==> config.mk <==
export PLATFORM = sky130hd
export DESIGN_NAME = mem_checksum
export DESIGN_NICKNAME = d
export VERILOG_FILES = /design/src/rtl/mem_checksum_pkg.sv /design/src/rtl/mem_checksum_seq.sv /design/src/rtl/mem_checksum_cond.sv /design/src/rtl/mem_checksum_acc.sv /design/src/rtl/mem_checksum.sv
export SDC_FILE = /design/constraint.sdc
export NUM_CORES = 1
export LEC_CHECK = 0
export CAP_MARGIN = 40
export CORE_MARGIN = 2
export CORE_UTILIZATION = 30
export DETAILED_ROUTE_END_ITERATION = 8
export PLACE_DENSITY = 0.49
export REMOVE_ABC_BUFFERS = 1
export SYNTH_ARGS = -nofsm -noshare
export SYNTH_HDL_FRONTEND = slang
export SYNTH_HIERARCHICAL = 1
export SYNTH_SLANG_ARGS = --single-unit
==> constraint.sdc <==
create_clock -name clk -period 5.9 [get_ports clk]
set_input_delay 0.885 -clock clk [delete_from_list [all_inputs] [get_ports clk]]
set_output_delay 0.885 -clock clk [all_outputs]
set_load 0.005 [all_outputs]
==> src/rtl/mem_checksum_pkg.sv <==
package mem_checksum_pkg;

   // Source of the word that returns on the read port
   typedef enum logic [1:0] {
      SRC_CFG_A = 2'd0,
      SRC_CFG_B = 2'd1,
      SRC_PROG  = 2'd2,
      SRC_UID   = 2'd3
   } src_e;

   // Sequencer phases
   typedef enum logic [2:0] {
      PH_IDLE  = 3'd0,
      PH_CFG_A = 3'd1,
      PH_CFG_B = 3'd2,
      PH_PROG  = 3'd3,
      PH_UID   = 3'd4,
      PH_DRAIN = 3'd5
   } phase_e;

endpackage

==> src/rtl/mem_checksum_seq.sv <==
module mem_checksum_seq
   import mem_checksum_pkg::*;
#(
   parameter int unsigned ADDR_W    = 16,
   parameter int unsigned PROG_LAST = 'hFFF,
   parameter int unsigned CFG_A_ADR = 'h8007,
   parameter int unsigned CFG_B_ADR = 'h8008,
   parameter int unsigned UID_BASE  = 'h8000,
   parameter int unsigned UID_COUNT = 4,
   localparam int unsigned IDX_W    = $clog2(UID_COUNT)
) (
   input  logic              clk,
   input  logic              rst_n,
   input  logic              start,
   input  logic              prot_off,   // protect flag of first config word, valid in PH_CFG_B
   output logic              rd_en,
   output logic [ADDR_W-1:0] rd_addr,
   output src_e              iss_src,
   output logic [IDX_W-1:0]  iss_idx,
   output logic              iss_last,
   output logic              busy,
   output logic              clear
);

   localparam logic [ADDR_W-1:0] LAST_A  = ADDR_W'(PROG_LAST);
   localparam logic [ADDR_W-1:0] CFGA_A  = ADDR_W'(CFG_A_ADR);
   localparam logic [ADDR_W-1:0] CFGB_A  = ADDR_W'(CFG_B_ADR);
   localparam logic [ADDR_W-1:0] UID_A   = ADDR_W'(UID_BASE);
   localparam logic [ADDR_W-1:0] UID_END = ADDR_W'(UID_COUNT - 1);

   phase_e            phase_q, phase_d;
   logic [ADDR_W-1:0] cnt_q, cnt_d;

   always_comb begin
      phase_d  = phase_q;
      cnt_d    = cnt_q;
      rd_en    = 1'b0;
      rd_addr  = '0;
      iss_src  = SRC_PROG;
      iss_idx  = '0;
      iss_last = 1'b0;
      clear    = 1'b0;
      unique case (phase_q)
         PH_IDLE: begin
            if (start) begin
               clear   = 1'b1;
               phase_d = PH_CFG_A;
            end
         end
         PH_CFG_A: begin
            rd_en   = 1'b1;
            rd_addr = CFGA_A;
            iss_src = SRC_CFG_A;
            phase_d = PH_CFG_B;
         end
         PH_CFG_B: begin
            rd_en   = 1'b1;
            rd_addr = CFGB_A;
            iss_src = SRC_CFG_B;
            cnt_d   = '0;
            phase_d = prot_off ? PH_PROG : PH_UID;
         end
         PH_PROG: begin
            rd_en    = 1'b1;
            rd_addr  = cnt_q;
            iss_src  = SRC_PROG;
            iss_last = (cnt_q == LAST_A);
            if (iss_last) phase_d = PH_DRAIN;
            else          cnt_d   = cnt_q + ADDR_W'(1);
         end
         PH_UID: begin
            rd_en    = 1'b1;
            rd_addr  = UID_A + cnt_q;
            iss_src  = SRC_UID;
            iss_idx  = cnt_q[IDX_W-1:0];
            iss_last = (cnt_q == UID_END);
            if (iss_last) phase_d = PH_DRAIN;
            else          cnt_d   = cnt_q + ADDR_W'(1);
         end
         PH_DRAIN: phase_d = PH_IDLE;
         default:  phase_d = PH_IDLE;
      endcase
   end

   assign busy = (phase_q != PH_IDLE);

   always_ff @(posedge clk or negedge rst_n) begin
      if (!rst_n) begin
         phase_q <= PH_IDLE;
         cnt_q   <= '0;
      end else begin
         phase_q <= phase_d;
         cnt_q   <= cnt_d;
      end
   end

   // an accepted start leads straight to the first configuration read
   assert_cfg_first_R2: assert property (@(posedge clk) disable iff (!rst_n)
      (!busy && start) |=> (rd_en && rd_addr == CFGA_A));

   // program reads step by one address per cycle
   assert_prog_step_R4: assert property (@(posedge clk) disable iff (!rst_n)
      (rd_en && iss_src == SRC_PROG && $past(rd_en) && $past(iss_src) == SRC_PROG)
      |-> rd_addr == $past(rd_addr) + ADDR_W'(1));

   // protected reads stay inside the user ID window
   assert_uid_window_R7: assert property (@(posedge clk) disable iff (!rst_n)
      (rd_en && iss_src == SRC_UID) |-> (rd_addr >= UID_A && rd_addr <= UID_A + UID_END));

   // a start during a pass does not end the pass
   assert_busy_keeps_R9: assert property (@(posedge clk) disable iff (!rst_n)
      (busy && start && phase_q != PH_DRAIN) |=> busy);

endmodule

==> src/rtl/mem_checksum_cond.sv <==
module mem_checksum_cond
   import mem_checksum_pkg::*;
#(
   parameter int unsigned DATA_W     = 14,
   parameter int unsigned SUM_W      = 16,
   parameter int unsigned NIB_W      = 4,
   parameter int unsigned UID_COUNT  = 4,
   parameter logic [DATA_W-1:0] KEEP_A = 14'h3EFF,
   parameter logic [DATA_W-1:0] KEEP_B = 14'h3F87,
   localparam int unsigned IDX_W     = $clog2(UID_COUNT)
) (
   input  src_e              src,
   input  logic [IDX_W-1:0]  idx,
   input  logic [DATA_W-1:0] word,
   output logic [SUM_W-1:0]  addend
);

   logic [SUM_W-1:0] nib_tbl [UID_COUNT];

   // Each user ID owns one nibble slot; the first ID sits highest
   for (genvar k = 0; k < UID_COUNT; k++) begin : g_slot
      assign nib_tbl[k] = SUM_W'(word[NIB_W-1:0]) << (NIB_W * (UID_COUNT - 1 - k));
   end

   always_comb begin
      unique case (src)
         SRC_CFG_A: addend = SUM_W'(word & KEEP_A);
         SRC_CFG_B: addend = SUM_W'(word & KEEP_B);
         SRC_UID:   addend = nib_tbl[idx];
         default:   addend = SUM_W'(word);
      endcase
   end

endmodule

==> src/rtl/mem_checksum_acc.sv <==
module mem_checksum_acc #(
   parameter int unsigned SUM_W = 16
) (
   input  logic             clk,
   input  logic             rst_n,
   input  logic             clear,
   input  logic             add_en,
   input  logic             add_last,
   input  logic [SUM_W-1:0] addend,
   output logic [SUM_W-1:0] sum,
   output logic             done
);

   always_ff @(posedge clk or negedge rst_n) begin
      if (!rst_n) begin
         sum  <= '0;
         done <= 1'b0;
      end else begin
         done <= add_en && add_last;
         if (clear)       sum <= '0;
         else if (add_en) sum <= sum + addend;   // carry out of the top bit drops
      end
   end

   // done lasts a single cycle
   assert_done_pulse_R8: assert property (@(posedge clk) disable iff (!rst_n)
      done |=> !done);

   // sum stays put while nothing is added or cleared
   assert_sum_hold_R8: assert property (@(posedge clk) disable iff (!rst_n)
      ($past(done) && !clear && !add_en) |=> $stable(sum));

endmodule

==> src/rtl/mem_checksum.sv <==
module mem_checksum
   import mem_checksum_pkg::*;
#(
   parameter int unsigned ADDR_W    = 16,
   parameter int unsigned DATA_W    = 14,
   parameter int unsigned SUM_W     = 16,
   parameter int unsigned NIB_W     = 4,
   parameter int unsigned PROG_LAST = 'hFFF,
   parameter int unsigned CFG_A_ADR = 'h8007,
   parameter int unsigned CFG_B_ADR = 'h8008,
   parameter int unsigned UID_BASE  = 'h8000,
   parameter int unsigned UID_COUNT = 4,
   parameter int unsigned PROT_BIT  = 7,
   parameter logic [DATA_W-1:0] KEEP_A = 14'h3EFF,
   parameter logic [DATA_W-1:0] KEEP_B = 14'h3F87
) (
   input  logic              clk,
   input  logic              rst_n,
   input  logic              start,
   output logic              rd_en,
   output logic [ADDR_W-1:0] rd_addr,
   input  logic [DATA_W-1:0] rd_data,
   output logic              done,
   output logic [SUM_W-1:0]  checksum
);

   localparam int unsigned IDX_W = $clog2(UID_COUNT);

   // Elaboration-time parameter checks
   if (SUM_W < DATA_W) begin : g_bad_sum
      $error("checksum width must cover a data word");
   end
   if (NIB_W * UID_COUNT > SUM_W) begin : g_bad_nib
      $error("user ID nibbles do not fit the checksum width");
   end
   if (UID_COUNT < 2) begin : g_bad_uid
      $error("at least two user ID words are required");
   end
   if (PROG_LAST >= UID_BASE || PROT_BIT >= DATA_W) begin : g_bad_map
      $error("program region must lie below the configuration region");
   end

   src_e             iss_src, src_q;
   logic [IDX_W-1:0] iss_idx, idx_q;
   logic             iss_last, last_q, vld_q;
   logic             busy, clear;
   logic [SUM_W-1:0] addend;

   mem_checksum_seq #(
      .ADDR_W   (ADDR_W),
      .PROG_LAST(PROG_LAST),
      .CFG_A_ADR(CFG_A_ADR),
      .CFG_B_ADR(CFG_B_ADR),
      .UID_BASE (UID_BASE),
      .UID_COUNT(UID_COUNT)
   ) u_seq (
      .clk     (clk),
      .rst_n   (rst_n),
      .start   (start),
      .prot_off(rd_data[PROT_BIT]),
      .rd_en   (rd_en),
      .rd_addr (rd_addr),
      .iss_src (iss_src),
      .iss_idx (iss_idx),
      .iss_last(iss_last),
      .busy    (busy),
      .clear   (clear)
   );

   // Tag of the read in flight, aligned with rd_data
   always_ff @(posedge clk or negedge rst_n) begin
      if (!rst_n) begin
         vld_q  <= 1'b0;
         src_q  <= SRC_PROG;
         idx_q  <= '0;
         last_q <= 1'b0;
      end else begin
         vld_q  <= rd_en;
         src_q  <= iss_src;
         idx_q  <= iss_idx;
         last_q <= iss_last;
      end
   end

   mem_checksum_cond #(
      .DATA_W   (DATA_W),
      .SUM_W    (SUM_W),
      .NIB_W    (NIB_W),
      .UID_COUNT(UID_COUNT),
      .KEEP_A   (KEEP_A),
      .KEEP_B   (KEEP_B)
   ) u_cond (
      .src   (src_q),
      .idx   (idx_q),
      .word  (rd_data),
      .addend(addend)
   );

   mem_checksum_acc #(
      .SUM_W(SUM_W)
   ) u_acc (
      .clk     (clk),
      .rst_n   (rst_n),
      .clear   (clear),
      .add_en  (vld_q),
      .add_last(last_q),
      .addend  (addend),
      .sum     (checksum),
      .done    (done)
   );

   // done arrives two cycles after the final read
   assert_done_timing_R8: assert property (@(posedge clk) disable iff (!rst_n)
      done |-> ($past(vld_q) && $past(last_q) && !rd_en));

   // a word is consumed only in the cycle after its read
   assert_read_latency_R2: assert property (@(posedge clk) disable iff (!rst_n)
      vld_q |-> $past(rd_en));

   // no read strobe outside a pass
   assert_idle_quiet_R1: assert property (@(posedge clk) disable iff (!rst_n)
      !busy |-> !rd_en);

endmodule

==> reports/results.ini <==
[status]
status=complete, no violations

[yosys]
synth_compound_gate_area_share_pct=22.3
synth_area_per_cell_sq_um=8.75
netlist-cell-type-count=74
post_synth_fa_ha_maj_area_fraction_pct=6.90
netlist_area_sq_mm=0.00319
post_synth_xor_area_fraction_pct=2.19
synth_warnings=6
synth_seq_area_share_pct=33.0
ff_latch_count_synth=42
yosys_most_used_dff=dfrtp_1
synth_mux_area_share_pct=2.23
synth_top_family_by_area=simple AND/OR/NAND/NOR gates
synthCells=365
async_reset_ff_share_pct=100
synth_enable_flop_cells=0
yosys.area_share.simple_pct=29.4

[setup_path]
critical_path_rt_ns=6.09
path_buf_inv=2
critical_path.max_stage_delay_ns=0.55
timing.critical_path.from_type=primary input
critical_path_peak_fanout=4
crit_family=compound AO/OA/AOI/OAI gates
worstPathArrival_ns=3.81
cpMaxStageDelayCell=clkdlybuf4s50_1
setup.worst_path.start=rd_data[0]
critical_path.endpoint_type=register
worst_path_most_repeated_cell=o211ai_1
r2r-start=src_q[0]
criticalPathCategory=primary input to register
crit_path_cell_trace=clkdlybuf4s50_1 > a21boi_1 > ha_1 > inv_1 > fa_1 > nor2b_1 > o211ai_1 > a21boi_0 > o211ai_1 > a41oi_1 > nor4_1 > a221o_1

[cts]
cts-root-to-sink-buffers=2
tritoncts_clock_tree=done
postCtsSetupRepairBufs=0
clock_root_buffer=clkbuf_8
clock_sinks=42
cts_resized=0
clk_pin_slew_worst_paths_ns=0.09
cts_max_level=2
worstSkewPairLatency_ns=0.30
ctsHoldBuffers=0
cts-buffers-inserted=5

[global_routing]
number_of_antenna_violations_at_the_first_check_in_global_routing=0
gr-total-overflow=0
grt_first_pass_wirelength_um=14900
grt.total_usage_pct=16.3
grt_pass1_vias=2915
largest_net_degree_at_the_start_of_global_routing=29

[sta]
period_share_pct=61.5
setup_repair_after_global_routing_missed_its_margin=false
tns_ns=0
hold_slack_ns=0.500
finalWorstPathRequiredPeriod_ns=3.63
finClkSkew_ns=0.00624
layout_setup_ws_ns=2.27
setup_viol_count_final=0
worst_pin_slew_ns=0.676
report.final.slew_viol_count=0
achievable-frequency_mhz=276
max_slew_margin_pct=54.9
number_of_endpoints_with_negative_hold_slack_in_the_final_report=0

[power_and_ir_drop]
power_density_mw_per_mm2=469
power.static_leakage_nw=1.69
ir_drop_mv=0.161
finalPower_mw=1.82

[route]
drt-vias-per-instance=5.34
top_signal_layer_used=met4
wl_um=8960
met2RoutedLength_um=4250
drc=0
routed-via-count=2915
drt.antenna.violating_nets=0
drt_iter0_markers=99
wl_per_cell_um=16.4
routed-wl-met3_um=329
first_pass_iters=4
drt-met1-wl_um=4240

[floorplan]
start_util_pct=30.9
chip_height_um=107
die_area_sq_mm=0.0115
io-pin-count=51
floorplan.core_area_sq_mm=0.0103
num_rows=37
x_dimension_of_the_die_um=107

[place]
pre_cts_ws_ns=2.00
gp_congestion=0.868
dp_hpwl_um=6570
io_buffers=50

[job]
cap_viol_max_count=0

[finish]
fin_util_pct=37.7
drive_above_1_share_pct=7.07
area_growth_syn_to_layout_pct=21.9
nets=443
n_antenna_cell=0

[worst_hold_path]
worstHoldPathType=primary input to async pin

-- cells in the mapped netlist (all sizes together), types with 7 or more instances --
master / count / share of area (%)
dfrtp: 41 / 32
nor2: 30 / 3.8
nand2: 29 / 3.4
a21oi: 20 / 3.1
and2: 18 / 3.6
ha: 16 / 6.3
nand3: 16 / 2.9
nor3: 16 / 2.5
o21ai: 14 / 2.2
inv: 12 / 1.4
nor2b: 11 / 2.2
a22o: 8 / 2.2
clkbuf: 8 / 1.1
a211o: 7 / 1.9
buf: 7 / 1.6
nor4: 7 / 1.8
o211ai: 7 / 1.8
-- registers in the layout (all words and copies together), names as in the netlist --
register,flops
u_acc/sum,16
vld_q,1
u_seq/phase_q,3
u_seq/cnt_q,16
u_acc/done,1
last_q,1
src_q,2
idx_q,2
-- cells by family after synthesis --
kind of cell | after synthesis
buffers and inverters | 27
adders and majority gates | 17
muxes | 7
AOI/OAI and AO/OA | 98
DFF | 42
xor gates and xnor gates | 8
and+or+nand+nor | 166
-- cell type report --
type / count / area [sq um]
clock buffers: 7 / 86.3
clock inverters: 1 / 5.00
fillers: 1053 / 6430
inverters: 12 / 45.0
multi-input cells: 296 / 2010
flip-flops and latches: 42 / 1050
well taps: 136 / 170
repair buffers: 52 / 523
-- power by group --
part | total (mW) | internal [mW] | leakage [nW] | switching [mW]
registers | 0.510 | 0.377 | 0.550 | 0.133
logic | 1.11 | 0.524 | 1.09 | 0.588
clock network | 0.203 | 0.0948 | 0.0482 | 0.108
total | 1.82 | 0.996 | 1.69 | 0.829
-- worst paths after layout --
check	end	slack, ns	cells after the start
min	u_acc/sum[12]	0.50	1
max in group asynchronous	src_q[1]	4.84	2
min reg2reg	u_acc/done	0.51	1
min in group clk	u_acc/done	0.51	1
max	u_acc/sum[12]	2.27	12
max reg2reg	u_acc/sum[12]	2.68	12
-- layer usage --
metal	up-vias	GRT usage, %
met1	1377	21.4
li1	1452	-
met4	0	4.45
met3	13	2.74
met5	-	0
met2	73	27.6
-- stage by stage --
stage | std cells | area (sq um)
2_1_floorplan | 350 | 3110
5_1_grt | 546 | 3890
3_3_place_gp | 537 | 3780
3_5_place_dp | 538 | 3800
6_report | 546 | 3890
4_1_cts | 546 | 3890
-- layout by cell type, fill, tap and decap left out, drive strengths merged, types with 11 or more instances in the layout --
master and n:
o21ai 14, dfrtp 41, and2 18, clkdlybuf4s50 49, nor2 30, nand3 16
ha 16, inv 12, a21oi 20, nor2b 11, nand2 29, nor3 16
(Power assumes the default switching activity.)
